[config.mk]
export PLATFORM = sky130hd
export DESIGN_NAME = sio_tape_tx
export DESIGN_NICKNAME = d
export VERILOG_FILES = /design/src/rtl/sio_tx_pkg.sv /design/src/rtl/sio_bit_timer.sv /design/src/rtl/sio_tone_gen.sv /design/src/rtl/sio_frame_shifter.sv /design/src/rtl/sio_tape_tx.sv
export SDC_FILE = /design/constraint.sdc
export NUM_CORES = 1
export LEC_CHECK = 0
export CAP_MARGIN = 15
export CELL_PAD_IN_SITES_DETAIL_PLACEMENT = 0
export CELL_PAD_IN_SITES_GLOBAL_PLACEMENT = 2
export CORE_ASPECT_RATIO = 1.4
export CORE_UTILIZATION = 25
export CTS_CLUSTER_SIZE = 12
export DETAILED_ROUTE_END_ITERATION = 12
export PLACE_DENSITY_LB_ADDON = 0.25
export SKIP_LAST_GASP = 1
export SLEW_MARGIN = 5
export SYNTH_ARGS = -nofsm -noshare
export SYNTH_HDL_FRONTEND = slang
export SYNTH_SLANG_ARGS = --single-unit
[constraint.sdc]
create_clock -name clk -period 6 [get_ports clk]
set_clock_uncertainty 0.05 [all_clocks]
set_input_delay 1.2 -clock clk [delete_from_list [all_inputs] [get_ports clk]]
set_output_delay 1.2 -clock clk [all_outputs]
set_load 0.01 [all_outputs]
[src/rtl/sio_tx_pkg.sv]
package sio_tx_pkg;
  localparam int FRAME_BITS = 11;
  localparam int IDX_W      = 4;

  // prescaler code to shift amount: codes 0/1 are direct, the rest skip a gap
  function automatic int rate_shift(input logic [2:0] sel, input int gap);
    return (sel < 3'd2) ? int'(sel) : int'(sel) + gap;
  endfunction

  // tone code to shift amount, codes above 4 clamp to the longest tone
  function automatic int tone_shift(input logic [2:0] sel, input int base);
    return (sel > 3'd4) ? base + 4 : base + int'(sel);
  endfunction
endpackage

[src/rtl/sio_bit_timer.sv]
module sio_bit_timer
  import sio_tx_pkg::*;
#(
  parameter int RATE_GAP = 5
) (
  input  logic       clk,
  input  logic       rst_n,
  input  logic       run,
  input  logic       restart,
  input  logic       ext_sel,
  input  logic [2:0] rate_sel,
  input  logic       ext_clk,
  output logic       tick
);
  localparam int CNT_W = 7 + RATE_GAP;

  logic [2:0]       sync_q;
  logic [CNT_W-1:0] div_cnt;
  logic [CNT_W-1:0] div_mask;
  logic             ext_rise;
  logic             int_term;

  always_ff @(posedge clk) begin
    if (!rst_n) sync_q <= '0;
    else        sync_q <= {sync_q[1:0], ext_clk};
  end

  always_comb begin
    ext_rise = sync_q[1] & ~sync_q[2];
    div_mask = ~({CNT_W{1'b1}} << rate_shift(rate_sel, RATE_GAP));
    int_term = (div_cnt == div_mask);
    tick     = run & (ext_sel ? ext_rise : int_term);
  end

  always_ff @(posedge clk) begin
    if (!rst_n || restart)      div_cnt <= '0;
    else if (run && !ext_sel)   div_cnt <= int_term ? '0 : div_cnt + 1'b1;
  end

  AST_DIV_IN_RANGE: assert property (@(posedge clk) disable iff (!rst_n)
    (run && !ext_sel) |-> (div_cnt <= div_mask));
endmodule

[src/rtl/sio_tone_gen.sv]
module sio_tone_gen
  import sio_tx_pkg::*;
#(
  parameter int TONE_BASE = 6
) (
  input  logic       clk,
  input  logic       rst_n,
  input  logic       restart,
  input  logic [2:0] fx_sel,
  input  logic [2:0] fy_sel,
  output logic       fx_wave,
  output logic       fy_wave
);
  localparam int TCNT_W = TONE_BASE + 4;

  logic [TCNT_W-1:0] phase;

  always_ff @(posedge clk) begin
    if (!rst_n || restart) phase <= '0;
    else                   phase <= phase + 1'b1;
  end

  always_comb begin
    fx_wave = phase[tone_shift(fx_sel, TONE_BASE) - 1];
    fy_wave = phase[tone_shift(fy_sel, TONE_BASE) - 1];
  end

  AST_TONE_RESTART_LOW: assert property (@(posedge clk) disable iff (!rst_n)
    $past(restart) |-> (!fx_wave && !fy_wave));
endmodule

[src/rtl/sio_frame_shifter.sv]
module sio_frame_shifter
  import sio_tx_pkg::*;
(
  input  logic       clk,
  input  logic       rst_n,
  input  logic       accept,
  input  logic [7:0] data,
  input  logic       tick,
  output logic       busy,
  output logic       done,
  output logic       line_bit
);
  logic [FRAME_BITS-1:0] shreg;
  logic [IDX_W-1:0]      idx;

  always_ff @(posedge clk) begin
    if (!rst_n) begin
      shreg <= '1;
      idx   <= '0;
      busy  <= 1'b0;
      done  <= 1'b0;
    end else if (accept) begin
      shreg <= {2'b11, data, 1'b0};
      idx   <= '0;
      busy  <= 1'b1;
      done  <= 1'b0;
    end else if (busy && tick) begin
      shreg <= {1'b1, shreg[FRAME_BITS-1:1]};
      if (idx == IDX_W'(FRAME_BITS - 1)) begin
        busy <= 1'b0;
        done <= 1'b1;
      end else begin
        idx <= idx + 1'b1;
      end
    end
  end

  assign line_bit = shreg[0];

  AST_DONE_ON_FINISH: assert property (@(posedge clk) disable iff (!rst_n)
    $fell(busy) |-> done);
  AST_DONE_CLEARED: assert property (@(posedge clk) disable iff (!rst_n)
    $rose(busy) |-> !done);
  AST_FULL_FRAME: assert property (@(posedge clk) disable iff (!rst_n)
    $fell(busy) |-> ($past(idx) == IDX_W'(FRAME_BITS - 1)));
  AST_HOLD_BETWEEN_TICKS: assert property (@(posedge clk) disable iff (!rst_n)
    (busy && $past(busy) && !$past(tick) && !$past(accept)) |-> $stable(shreg));
endmodule

[src/rtl/sio_tape_tx.sv]
module sio_tape_tx
  import sio_tx_pkg::*;
#(
  parameter int RATE_GAP  = 5,
  parameter int TONE_BASE = 6
) (
  input  logic       clk,
  input  logic       rst_n,
  input  logic       ext_sel,
  input  logic [2:0] rate_sel,
  input  logic       tape_mode,
  input  logic [2:0] fx_sel,
  input  logic [2:0] fy_sel,
  input  logic       ext_bit_clk,
  input  logic       tx_valid,
  input  logic [7:0] tx_data,
  output logic       tx_ready,
  output logic       busy,
  output logic       done,
  output logic       sdo
);
  logic accept;
  logic tick;
  logic line_bit;
  logic fx_wave;
  logic fy_wave;

  assign tx_ready = ~busy;
  assign accept   = tx_valid & ~busy;

  sio_bit_timer #(.RATE_GAP(RATE_GAP)) u_timer (
    .clk      (clk),
    .rst_n    (rst_n),
    .run      (busy),
    .restart  (accept),
    .ext_sel  (ext_sel),
    .rate_sel (rate_sel),
    .ext_clk  (ext_bit_clk),
    .tick     (tick)
  );

  sio_tone_gen #(.TONE_BASE(TONE_BASE)) u_tones (
    .clk     (clk),
    .rst_n   (rst_n),
    .restart (accept),
    .fx_sel  (fx_sel),
    .fy_sel  (fy_sel),
    .fx_wave (fx_wave),
    .fy_wave (fy_wave)
  );

  sio_frame_shifter u_frame (
    .clk      (clk),
    .rst_n    (rst_n),
    .accept   (accept),
    .data     (tx_data),
    .tick     (tick),
    .busy     (busy),
    .done     (done),
    .line_bit (line_bit)
  );

  always_comb begin
    if (tape_mode) sdo = (busy && !line_bit) ? fx_wave : fy_wave;
    else           sdo = busy ? line_bit : 1'b1;
  end

  AST_START_BIT_LOW: assert property (@(posedge clk) disable iff (!rst_n)
    ($rose(busy) && !tape_mode) |-> !sdo);
  AST_STOP_BIT_HIGH: assert property (@(posedge clk) disable iff (!rst_n)
    ($fell(busy) && !tape_mode && !$past(tape_mode)) |-> $past(sdo));
endmodule

==> metrics <==
hold wc startpoint=u_timer.sync_q[0]; CTS tree=yes; sw power=149 µW; internal power=507 µW; final setup fails=0; crit path buf inv count=2; sw frac=0.227; clk_lat worst skew=0.28 ns; max_slew headroom=0.280; Max stage delay cell, worst path=mux4_2; number of synthesized flops with an enable pin=0; Comb pwr share=0.119; worst hold slack=0.390 ns; Syn. warnings=0; reg2reg start=u_timer.div_cnt[2]; Crit. End Element=output port; post-DP HPWL=3800 µm; Slew Viols, Final=0; vias post-DR=1952; critical path startpoint category=input port; layout net count=335; final hold violation count=0; maximum VDD drop=0.161 mV; H-Tree Depth=2; vias in the first global route=1933; starting density of the core=0.261; Worst EP arrival=3.67 ns; hold endpoint=u_timer.sync_q[1]; Reg power frac=0.422; crit path kind=input port to output port; TritonRoute pass-1 iters=4; syn avg cell area=9.00 µm²; Final Cell Area=0.00301 mm²; RSZ-0062 raised after global routing=false; Synth cell types=52; Clock power frac=0.459; HP Class=register to register; TritonCTS Buffers=5; iteration-0 DRC count of the detailed router=79; Total Wirelength=5300 µm; die area=0.0104 mm²; max cap viols=0; Wirelength per Cell=12.3 µm; # clock sinks=40; PD cells=218 mW/mm²; placed cell area=0.00285 mm²; Port Buffers=26; final worst slack=1.08 ns; post-CTS setup buffers=0; Final Cycle Share=0.820; share of cells above drive strength 1=0.117; initial antenna violation count=0; Mapped Nets=315; CP required=4.75 ns; crit path cell chain=clkdlybuf4s50_1, nand2b_1, ha_1, mux4_2, mux2i_1, o2111ai_1, o21a_1, clkdlybuf4s50_1; first-pass GRT wire length=9030 µm; Reg2Reg Capture Point=u_frame.shreg[7]; Pleak=0.00106 µW; FMAX=0.203 GHz; cts hold-fix bufs=0; GP Congestion=0.662; cell area after synthesis=0.00251 mm²; hold path depth=1; drt drc=0; I/O Pins=27; Final TNS setup=0 ns; internal reg-to-reg setup slack=3.43 ns; routed vias/inst=4.52; final core occ=0.313; slew at the pin closest to its max-slew limit=1.07 ns; FF-to-FF path depth=6; crit path max fanout=5; Die Ht=121 µm; Global Route Usage Sum=0.111; CP peak stage delay=0.50 ns; Core Footprint=0.00962 mm²; die width=86.7 µm; asr flop ratio synth=0; CTS Root Cell=clkbuf_16; status=finished, final reports clean; post-layout min period=4.92 ns; largest delay contributor family on the critical path=buffers and inverters; area growth from synthesis to layout=20.1%; Post-synth top flop=dfxtp_1; Clock Path Buffers=2; std cell rows=42; CTS-repair resized insts=0; Seq cells post-synth=40; cells after synthesis=279; sequential fraction of the synthesis area=0.319; grt total ovfl=0; ANT cells=0; Crit path top cell by count=clkdlybuf4s50_1; Clock transition at path regs=0.06 ns; Final ANT Viol Nets=0; largest net degree at the start of global routing=25; pre-CTS setup slack=1.06 ns
==> worst register-to-register path, cell delays in order, from the launching register on <==
cell and delay [ns]:
dfxtp_1 0.34, or4_1 0.52, o21ai_1 0.15, nand3_1 0.13, nor4_2 0.90, nor3_1 0.13, a311oi_1 0.27
==> cells in the mapped netlist (2+ instances only) <==
| cell type | n | area [µm²] |
|---|---|---|
| a21oi_1 | 12 | 60.1 |
| a21oi_2 | 2 | 17.5 |
| and2_1 | 4 | 25.0 |
| and3_1 | 3 | 18.8 |
| buf_6 | 2 | 22.5 |
| clkbuf_1 | 8 | 30.0 |
| dfxtp_1 | 40 | 801 |
| ha_1 | 13 | 163 |
| inv_1 | 12 | 45.0 |
| mux2i_1 | 9 | 90.1 |
| mux4_2 | 4 | 90.1 |
| nand2_1 | 22 | 82.6 |
| nand2b_1 | 6 | 37.5 |
| nand3_1 | 6 | 30.0 |
| nand3b_1 | 7 | 52.6 |
| nand4_1 | 5 | 31.3 |
| nor2_1 | 21 | 78.8 |
| nor2_4 | 11 | 124 |
| nor2b_1 | 2 | 12.5 |
| nor3_1 | 13 | 65.1 |
| nor3b_1 | 8 | 60.1 |
| nor4_1 | 3 | 18.8 |
| o2111ai_1 | 2 | 17.5 |
| o21a_1 | 2 | 15.0 |
| o21ai_0 | 8 | 40.0 |
| o21ai_1 | 2 | 10.0 |
| or2_2 | 2 | 12.5 |
| or3_1 | 3 | 18.8 |
| or4_1 | 2 | 15.0 |
| xnor2_1 | 14 | 123 |
| xor2_1 | 10 | 87.6 |
==> cell type report <==
cell class / instances / area, µm²
clock buffers: 6 / 129
clock inverters: 2 / 35.0
fillers: 1031 / 6600
inverters: 12 / 45.0
multi-input cells: 214 / 1580
flip-flops and latches: 40 / 801
well taps: 132 / 165
repair buffers: 26 / 260
==> worst max path at each step <==
stage	end	slack, ns	depth (start not counted)	from
floorplan	sdo	2.10	6	fy_sel[2]
global placement	sdo	1.09	8	fy_sel[2]
detailed placement	sdo	1.06	8	fy_sel[2]
CTS	sdo	1.06	8	fy_sel[2]
global route	sdo	0.90	8	fy_sel[2]
finish	sdo	1.08	8	fy_sel[2]
==> layout by cell type (no fill, tap or decap), types with 3 or more instances in the layout <==
master / Yosys / final
xnor2_1: 14 / 14
inv_1: 12 / 12
mux4_2: 4 / 4
xor2_1: 10 / 10
nor2_1: 21 / 21
or3_1: 3 / 3
nand4_1: 5 / 5
nor3b_1: 8 / 8
nand2_1: 22 / 22
clkbuf_16: 0 / 5
nand2b_1: 6 / 6
mux2i_1: 9 / 9
dfxtp_1: 40 / 40
nor2_4: 11 / 11
clkdlybuf4s50_1: 0 / 26
o21ai_0: 8 / 8
ha_1: 13 / 13
nand3b_1: 7 / 7
and2_1: 4 / 4
a21oi_1: 12 / 12
nand3_1: 6 / 6
and3_1: 3 / 3
nor3_1: 13 / 13
==> per-stage QoR <==
stage / std cells / total power, µW
floorplan: 279 / 335
global placement: 424 / 362
detailed placement: 424 / 362
CTS: 432 / 672
global route: 432 / 693
finish: 432 / 656
==> logic make-up (layout without fill, tap and decap cells) <==
| kind of cell | Yosys count | count (layout) | synth area share |
|---|---|---|---|
| and+or+nand+nor | 127 | 127 | 0.309 |
| adders and majority gates | 13 | 13 | 0.0648 |
| buffers and inverters | 25 | 46 | 0.0543 |
| xor gates and xnor gates | 24 | 24 | 0.0837 |
| AOI/OAI and AO/OA | 36 | 36 | 0.0932 |
| DFF | 40 | 40 | 0.319 |
| muxes | 14 | 14 | 0.0763 |
==> sequential cells by signal (all words and copies together) (netlist names) <==
name	cells
u_frame.idx	4
u_tones.phase	10
u_frame.shreg	9
u_frame.done	1
u_frame.busy	1
u_timer.sync_q	3
u_timer.div_cnt	12
==> power by group through the flow <==
stage / Combinational, µW / Clock [µW] / Sequential (µW)
global route: 87.6 / 327 / 277
floorplan: 53.6 / 0 / 281
finish: 78.3 / 301 / 277
global placement: 79.1 / 0 / 283
CTS: 79.9 / 315 / 277
detailed placement: 79.2 / 0 / 283
==> metal layers <==
metal	wire, µm	global-route usage	vias up
li1	-	-	1019
met1	2390	0.127	905
met2	2690	0.197	22
met3	122	0.0259	6
met4	99	0.0438	0
met5	0	0	-
Power figures use the tool's default switching activity.
